[src/rtl/cop_stall_pkg.sv]
package cop_stall_pkg;

    localparam int CMD_W   = 6;
    localparam int TIMER_W = 16;
    localparam int LAT_W   = 8;

    typedef logic [CMD_W-1:0] cmd_code_t;
    typedef logic [LAT_W-1:0] lat_t;

    typedef enum logic [1:0] {
        REQ_IDLE   = 2'd0,
        REQ_ACCESS = 2'd1,
        REQ_CMD    = 2'd2
    } req_kind_e;

    typedef struct packed {
        logic clear;
        logic load;
    } timer_ctl_t;

    function automatic lat_t cmd_latency(input cmd_code_t code);
        lat_t lat;
        case (code)
            6'h01: lat = 8'd15;
            6'h06: lat = 8'd8;
            6'h0C: lat = 8'd6;
            6'h10: lat = 8'd8;
            6'h11: lat = 8'd7;
            6'h12: lat = 8'd8;
            6'h13: lat = 8'd19;
            6'h14: lat = 8'd13;
            6'h16: lat = 8'd44;
            6'h1B: lat = 8'd17;
            6'h1C: lat = 8'd11;
            6'h1E: lat = 8'd14;
            6'h20: lat = 8'd30;
            6'h28: lat = 8'd5;
            6'h29: lat = 8'd8;
            6'h2A: lat = 8'd17;
            6'h2D: lat = 8'd5;
            6'h2E: lat = 8'd6;
            6'h30: lat = 8'd23;
            6'h3D: lat = 8'd5;
            6'h3E: lat = 8'd5;
            6'h3F: lat = 8'd39;
            default: lat = 8'd0;
        endcase
        return lat;
    endfunction

endpackage

[src/rtl/cop_lat_lookup.sv]
module cop_lat_lookup
    import cop_stall_pkg::*;
#(
    parameter int W = TIMER_W
) (
    input  cmd_code_t      code,
    output logic [W-1:0]   latency
);
    localparam int PAD = (W > LAT_W) ? (W - LAT_W) : 0;

    generate
        if (W >= LAT_W) begin : g_wide
            assign latency = {{PAD{1'b0}}, cmd_latency(code)};
        end else begin : g_narrow
            assign latency = cmd_latency(code)[W-1:0];
        end
    endgenerate
endmodule

[src/rtl/cop_busy_timer.sv]
module cop_busy_timer
    import cop_stall_pkg::*;
#(
    parameter int W = TIMER_W
) (
    input  logic         clk,
    input  logic         rst,
    input  timer_ctl_t   ctl,
    input  logic [W-1:0] load_val,
    output logic         running
);
    localparam logic [W-1:0] ONE = W'(1);

    logic [W-1:0] remaining;

    always_ff @(posedge clk) begin
        if (rst || ctl.clear) begin
            remaining <= '0;
        end else if (ctl.load) begin
            remaining <= load_val;
        end else if (remaining != '0) begin
            remaining <= remaining - ONE;
        end
    end

    assign running = (remaining != '0);


    load_takes_latency_chk: assert property (@(posedge clk) disable iff (rst)
        (ctl.load && !ctl.clear) |=> (remaining == $past(load_val)));


    countdown_step_chk: assert property (@(posedge clk) disable iff (rst)
        (!ctl.load && !ctl.clear && remaining != '0) |=> (remaining == $past(remaining) - ONE));


    clear_empties_chk: assert property (@(posedge clk) disable iff (rst)
        ctl.clear |=> !running);
endmodule

[src/rtl/cop_busy_interlock.sv]
module cop_busy_interlock
    import cop_stall_pkg::*;
#(
    parameter int CNT_W = TIMER_W
) (
    input  logic       clk,
    input  logic       rst,
    input  logic       cop_access_valid,
    input  logic       cmd_issue,
    input  logic [5:0] cmd_code,
    input  logic       idle_force,
    output logic       stall,
    output logic       busy
);
    req_kind_e        req;
    timer_ctl_t       ctl;
    logic [CNT_W-1:0] cmd_lat;
    logic             running;

    always_comb begin
        if (cmd_issue)             req = REQ_CMD;
        else if (cop_access_valid) req = REQ_ACCESS;
        else                       req = REQ_IDLE;
    end

    cop_lat_lookup #(.W(CNT_W)) u_lookup (
        .code    (cmd_code),
        .latency (cmd_lat)
    );

    always_comb begin
        ctl.clear = idle_force;
        ctl.load  = (req == REQ_CMD) && !running;
    end

    cop_busy_timer #(.W(CNT_W)) u_timer (
        .clk      (clk),
        .rst      (rst),
        .ctl      (ctl),
        .load_val (cmd_lat),
        .running  (running)
    );

    assign busy  = running;
    assign stall = (req != REQ_IDLE) && running;


    no_dual_request_chk: assert property (@(posedge clk) disable iff (rst)
        !(cmd_issue && cop_access_valid));


    stall_needs_request_chk: assert property (@(posedge clk) disable iff (rst)
        stall |-> (cmd_issue || cop_access_valid));


    reset_idle_chk: assert property (@(posedge clk)
        rst |=> (!busy && !stall));


    zero_latency_idle_chk: assert property (@(posedge clk) disable iff (rst)
        (cmd_issue && !stall && !idle_force && cmd_lat == '0) |=> !busy);


    held_cmd_keeps_busy_chk: assert property (@(posedge clk) disable iff (rst)
        (cmd_issue && stall && !idle_force && $past(busy)) |-> busy);
endmodule

[config.mk]
export PLATFORM = sky130hd
export DESIGN_NAME = cop_busy_interlock
export DESIGN_NICKNAME = d
export VERILOG_FILES = /design/src/rtl/cop_stall_pkg.sv /design/src/rtl/cop_lat_lookup.sv /design/src/rtl/cop_busy_timer.sv /design/src/rtl/cop_busy_interlock.sv
export SDC_FILE = /design/constraint.sdc
export NUM_CORES = 1
export LEC_CHECK = 0
export BUFFER_PORTS_ARGS = -buffer_cell sky130_fd_sc_hd__buf_4
export CORE_MARGIN = 4
export CORE_UTILIZATION = 50
export CTS_CLUSTER_DIAMETER = 50
export DETAILED_ROUTE_END_ITERATION = 12
export PLACE_DENSITY = 0.69
export SLEW_MARGIN = 20
export SYNTH_ARGS = -nofsm -noshare
export SYNTH_HDL_FRONTEND = slang
export SYNTH_SLANG_ARGS = --single-unit
[constraint.sdc]
create_clock -name clk -period 3.4 [get_ports clk]
set_clock_uncertainty 0.15 [all_clocks]
set_input_delay 0.68 -clock clk [delete_from_list [all_inputs] [get_ports clk]]
set_output_delay 0.68 -clock clk [all_outputs]
set_load 0.005 [all_outputs]
* After elaboration in Yosys (flattened, before gate mapping)
Memories as Yosys holds them, arrays and structs flattened. Cells that the tools add are included.
Operators by class: add/sub/neg operators 1, eq/ne operators 1, muxes and demuxes 4, reductions and logical operators 8
Operators with widths (count):
- 8-bit 2-to-1 mux | 2
- 16-bit nonzero test | 1
- 16-bit by 1-bit subtractor with 16-bit output, second input constant | 1
- 2-bit nonzero test | 2
- 2-bit equality test, second input constant | 1
- 1-bit logical AND | 2
- 2-bit 2-to-1 mux | 1
- 2-bit OR reduction | 1
- 1-bit zero test | 1
- 1-bit logical OR | 1
- 1-bit 2-to-1 mux | 1
Word-level totals: register bits after elaboration 16, bits in read-only memories 384, output and inout bits 2, logic and storage cells 17, memories 1
Memory list:
- (name not given) | depth 64, bits a word 6, rd ports 1, clocked after Yosys merged registers in 0, wr ports 0, RTL line cop_stall_pkg.sv:23 | case (code)

* Longest topological paths before layout
depth in word-level cells 5, mapped depth 8

* Modules after synthesis
From an unflattened synthesis, not the netlist that was laid out.
Second synthesis, totals: cell total of the unflattened synthesis 188, area total of the unflattened synthesis 1411.4 um^2
By module, submodules not included:
- cop_busy_timer | instances 1, cells each 108, area each 873.3 um^2, seq. area each 320.3 um^2
- cop_lat_lookup | instances 1, cells each 78, area each 524.3 um^2, seq. area each 0.0 um^2
- cop_busy_interlock | instances 1, cells each 2, area each 13.8 um^2, seq. area each 0.0 um^2

* Worst setup path before layout
No wires, ideal clock.
path kind reg2out, start reg u_timer.remaining[6], end out busy, arrival time 1.272 ns, required time 2.570 ns, setup slack 1.298 ns, cell stages (with the launch flop) 5, buffers on the path 0, cells stage by stage dfxtp_1 > nor4_4 > nand3_4 > nor2_4 > inv_1
On the way: word-level cells in the longest chain between the ends 1
Ends and longest elaborated chain:
- start: declaration | RTL line cop_busy_timer.sv:14 | logic [W-1:0] remaining;
- start signal: assignment | RTL line cop_busy_timer.sv:20 | remaining <= load_val;
- start signal: assignment | RTL line cop_busy_timer.sv:22 | remaining <= remaining - ONE;
- 16-bit nonzero test | RTL line cop_busy_timer.sv:26 | assign running = (remaining != '0);
- end: declaration | RTL line cop_busy_interlock.sv:13 | output logic busy
Every way passes these cells.

* Final worst setup path
Same ends and word-level chain as after synthesis.

==> impl_metrics.json <==
{
  "peakVddDrop_mv": 0.704,
  "vias_per_cell": 6.23,
  "synthesis.area_um2": 1260,
  "setup_viol": 0,
  "yosysTopAreaCellShare_pct": 25.3,
  "cp-startpoint": "u_timer.remaining[6]",
  "die_w_um": 58.3,
  "largestRegisters": "u_timer.remaining: 16 flops",
  "synthesis.nets": 182,
  "ys_seq_elements": 16,
  "slew_headroom_pct": 56.7,
  "dr.pass1.iters": 4,
  "wl_met3_um": 128,
  "synth-simple-area-share_pct": 34.7,
  "syn_inst": 166,
  "slew_violations": 0,
  "drtIter0Drc": 36,
  "grt_pass1_wl_um": 4690,
  "synthAdderAreaFrac_pct": 4.95,
  "wl_met1_um": 1240,
  "portBuffers": 12,
  "fin_cells": 201,
  "cts-root-buf": "clkbuf_4",
  "wl_met2_um": 1310,
  "hold_depth": 2,
  "status": "completed",
  "design_area_um2": 1390,
  "period_share_pct": 81.3,
  "gp_congestion": 0.800,
  "routed.top_layer": "met4",
  "die-area_um2": 3400,
  "start_kind": "flop",
  "clk_path_buf_depth": 2,
  "place_area_um2": 1360,
  "io_pins": 13,
  "drive_above_1_share_pct": 15.0,
  "grt_setup_unrepaired": "false",
  "numPlacedInstances": 197,
  "track_usage_pct": 17.2,
  "crit_slowest_cell": "nor4_4",
  "post-place-ws_ns": 0.990,
  "tns_ns": 0,
  "tightestPinTransition_ns": 0.645,
  "cp-end-kind": "primary output",
  "worstSkewPairLatency_ns": 0.29,
  "start_util_pct": 54.6,
  "crit_arrival_ns": 1.93,
  "p_per_area_nw_per_um2": 965,
  "cts_max_level": 1,
  "yosys_warnings": 0,
  "grt.overflow.total": 0,
  "critPathRequiredTime_ns": 2.57,
  "path_cells": "nor4_4 > nand3_4 > nor2_4 > inv_1 > buf_4",
  "drc": 0,
  "crit_type": "reg -> out",
  "grt_start_max_net_pins": 20,
  "ant_nets": 0,
  "dp_hpwl_um": 2110,
  "n_fill_cell": 205,
  "cts_tree": "done",
  "synth_top_family_by_area": "simple AND/OR/NAND/NOR gates",
  "rows": 17,
  "crit_fanout": 8,
  "die_h_um": 58.3,
  "drv_cap": 0,
  "synth-compound-area-share_pct": 20.9,
  "syn_avg_cell_area_um2": 7.62,
  "r2r-start": "u_timer.remaining[6]",
  "vias": 1253,
  "p_leak_nw": 0.565,
  "synthXorXnorAreaFrac_pct": 4.15,
  "hold_ws_ns": 0.346,
  "grt_pass1_vias": 1125,
  "numCtsBuffers": 3,
  "yosysSeqAreaShare_pct": 25.3,
  "clock-sinks": 16,
  "min-delay-start": "u_timer.remaining[12]",
  "syn2layout_area_growth_pct": 10.1,
  "n_antenna_cell": 0,
  "synth_top_area_cell": "dfxtp_1",
  "regMostFlops": "u_timer.remaining",
  "final_nets": 190,
  "path_buf_inv": 2,
  "wl_per_cell_um": 13.5,
  "hold_path_class": "reg -> reg",
  "coreArea_um2": 2320,
  "cts_hold_buf": 0,
  "yosys-top-cells-area": "dfxtp_1, a21oi_1, nor2_1, ha_1, nand2_1",
  "timing.final.crit_period_ns": 2.76,
  "fin_ws_ns": 0.637,
  "wirelength_um": 2720,
  "crit_path_max_incr_delay_ns": 0.55,
  "clkTransAtPathRegs_ns": 0.10,
  "post-cts-setup-buffers": 0,
  "worst-r2r-cell-count": 5,
  "antenna_found_initial": 0,
  "fmax_ghz": 0.362,
  "cp_top_family": "simple AND/OR/NAND/NOR gates",
  "largest_reg_flops": 16,
  "cts_resized": 0,
  "hold_viol": 0,
  "path_depth": 5,
  "synth_mux_area_share_pct": 4.95,
  "yosys.cell_types.count": 45
}
## cells by family (layout without fill, tap and decap cells)
| family | Yosys count | in the layout |
|---|---|---|
| adders and majority gates | 5 | 5 |
| AOI/OAI and AO/OA | 42 | 42 |
| DFF | 16 | 16 |
| buffers and inverters | 17 | 24 |
| xor gates and xnor gates | 6 | 6 |
| muxes | 6 | 6 |
| and+or+nand+nor | 74 | 74 |
## worst reg2reg max path: stages (launching register included)
cell,delay [ns]
dfxtp_1,0.38
nor4_4,0.55
nand3_4,0.18
or3_1,0.36
or3_1,0.32
a21oi_1,0.12
## cell type report
type / count / area, µm² / share of cell area [%]
multi-input combinational: 133 / 881 / 63.3
tap: 28 / 35.0 / 2.52
timing repair buffer: 12 / 90.1 / 6.47
inverter: 8 / 30.0 / 2.16
sequential: 16 / 320 / 23.0
clock buffer: 4 / 36.3 / 2.61
## synth_stat cells (all sizes together)
library cell	n
nor3b	2
dfxtp	16
o22ai	3
o211ai	3
and2	1
and3b	1
nor3	7
o31ai	2
nand2b	2
a211oi	2
ha	5
mux2	2
xnor2	2
o21ai	7
nand4b	2
a21oi	14
or3	7
or4	1
nand2	14
and3	2
o221ai	1
and4b	1
a2111oi	1
nor4	3
mux2i	4
nand4	3
xor2	4
nand3	5
nor2	18
a31oi	3
a31o	1
a32oi	2
o311ai	1
nor2b	4
clkbuf	9
a211o	1
a21o	1
inv	8
or2	1
## routing by layer
| layer | vias up | GRT usage (%) |
|---|---|---|
| li1 | 624 | - |
| met1 | 594 | 21.4 |
| met2 | 28 | 29.3 |
| met3 | 7 | 4.39 |
| met4 | 0 | 4.64 |
| met5 | - | 0 |
## power breakdown
| part | total, mW | switching (mW) | internal [mW] | leakage, nW |
|---|---|---|---|---|
| Sequential | 0.316 | 0.0715 | 0.244 | 0.130 |
| Combinational | 0.900 | 0.507 | 0.393 | 0.414 |
| Clock | 0.128 | 0.0629 | 0.0653 | 0.0210 |
## through the flow
| stage | util (%) | power [mW] |
|---|---|---|
| after floorplan | - | 1.02 |
| after global placement | 58.5 | 1.20 |
| after detailed placement | 58.5 | 1.22 |
| after CTS | 60.1 | 1.35 |
| after global routing | 60.1 | 1.47 |
| final | 60.1 | 1.34 |
## cells in the final DEF (no fill, tap or decap), types with 5 or more instances in the layout
cell and n:
nor2_1 17, o21ai_0 6, nand2_1 14, ha_1 5, inv_1 8, or3_1 6
dfxtp_1 16, buf_4 12, a21oi_1 14, nor3_1 6
## path summary, 6_finish.rpt
| path | end | slack (ns) |
|---|---|---|
| min | u_timer.remaining[12] | 0.35 |
| min reg2reg | u_timer.remaining[12] | 0.35 |
| max | busy | 0.64 |
| max reg2reg | u_timer.remaining[12] | 1.27 |
(Power assumes the default switching activity.)
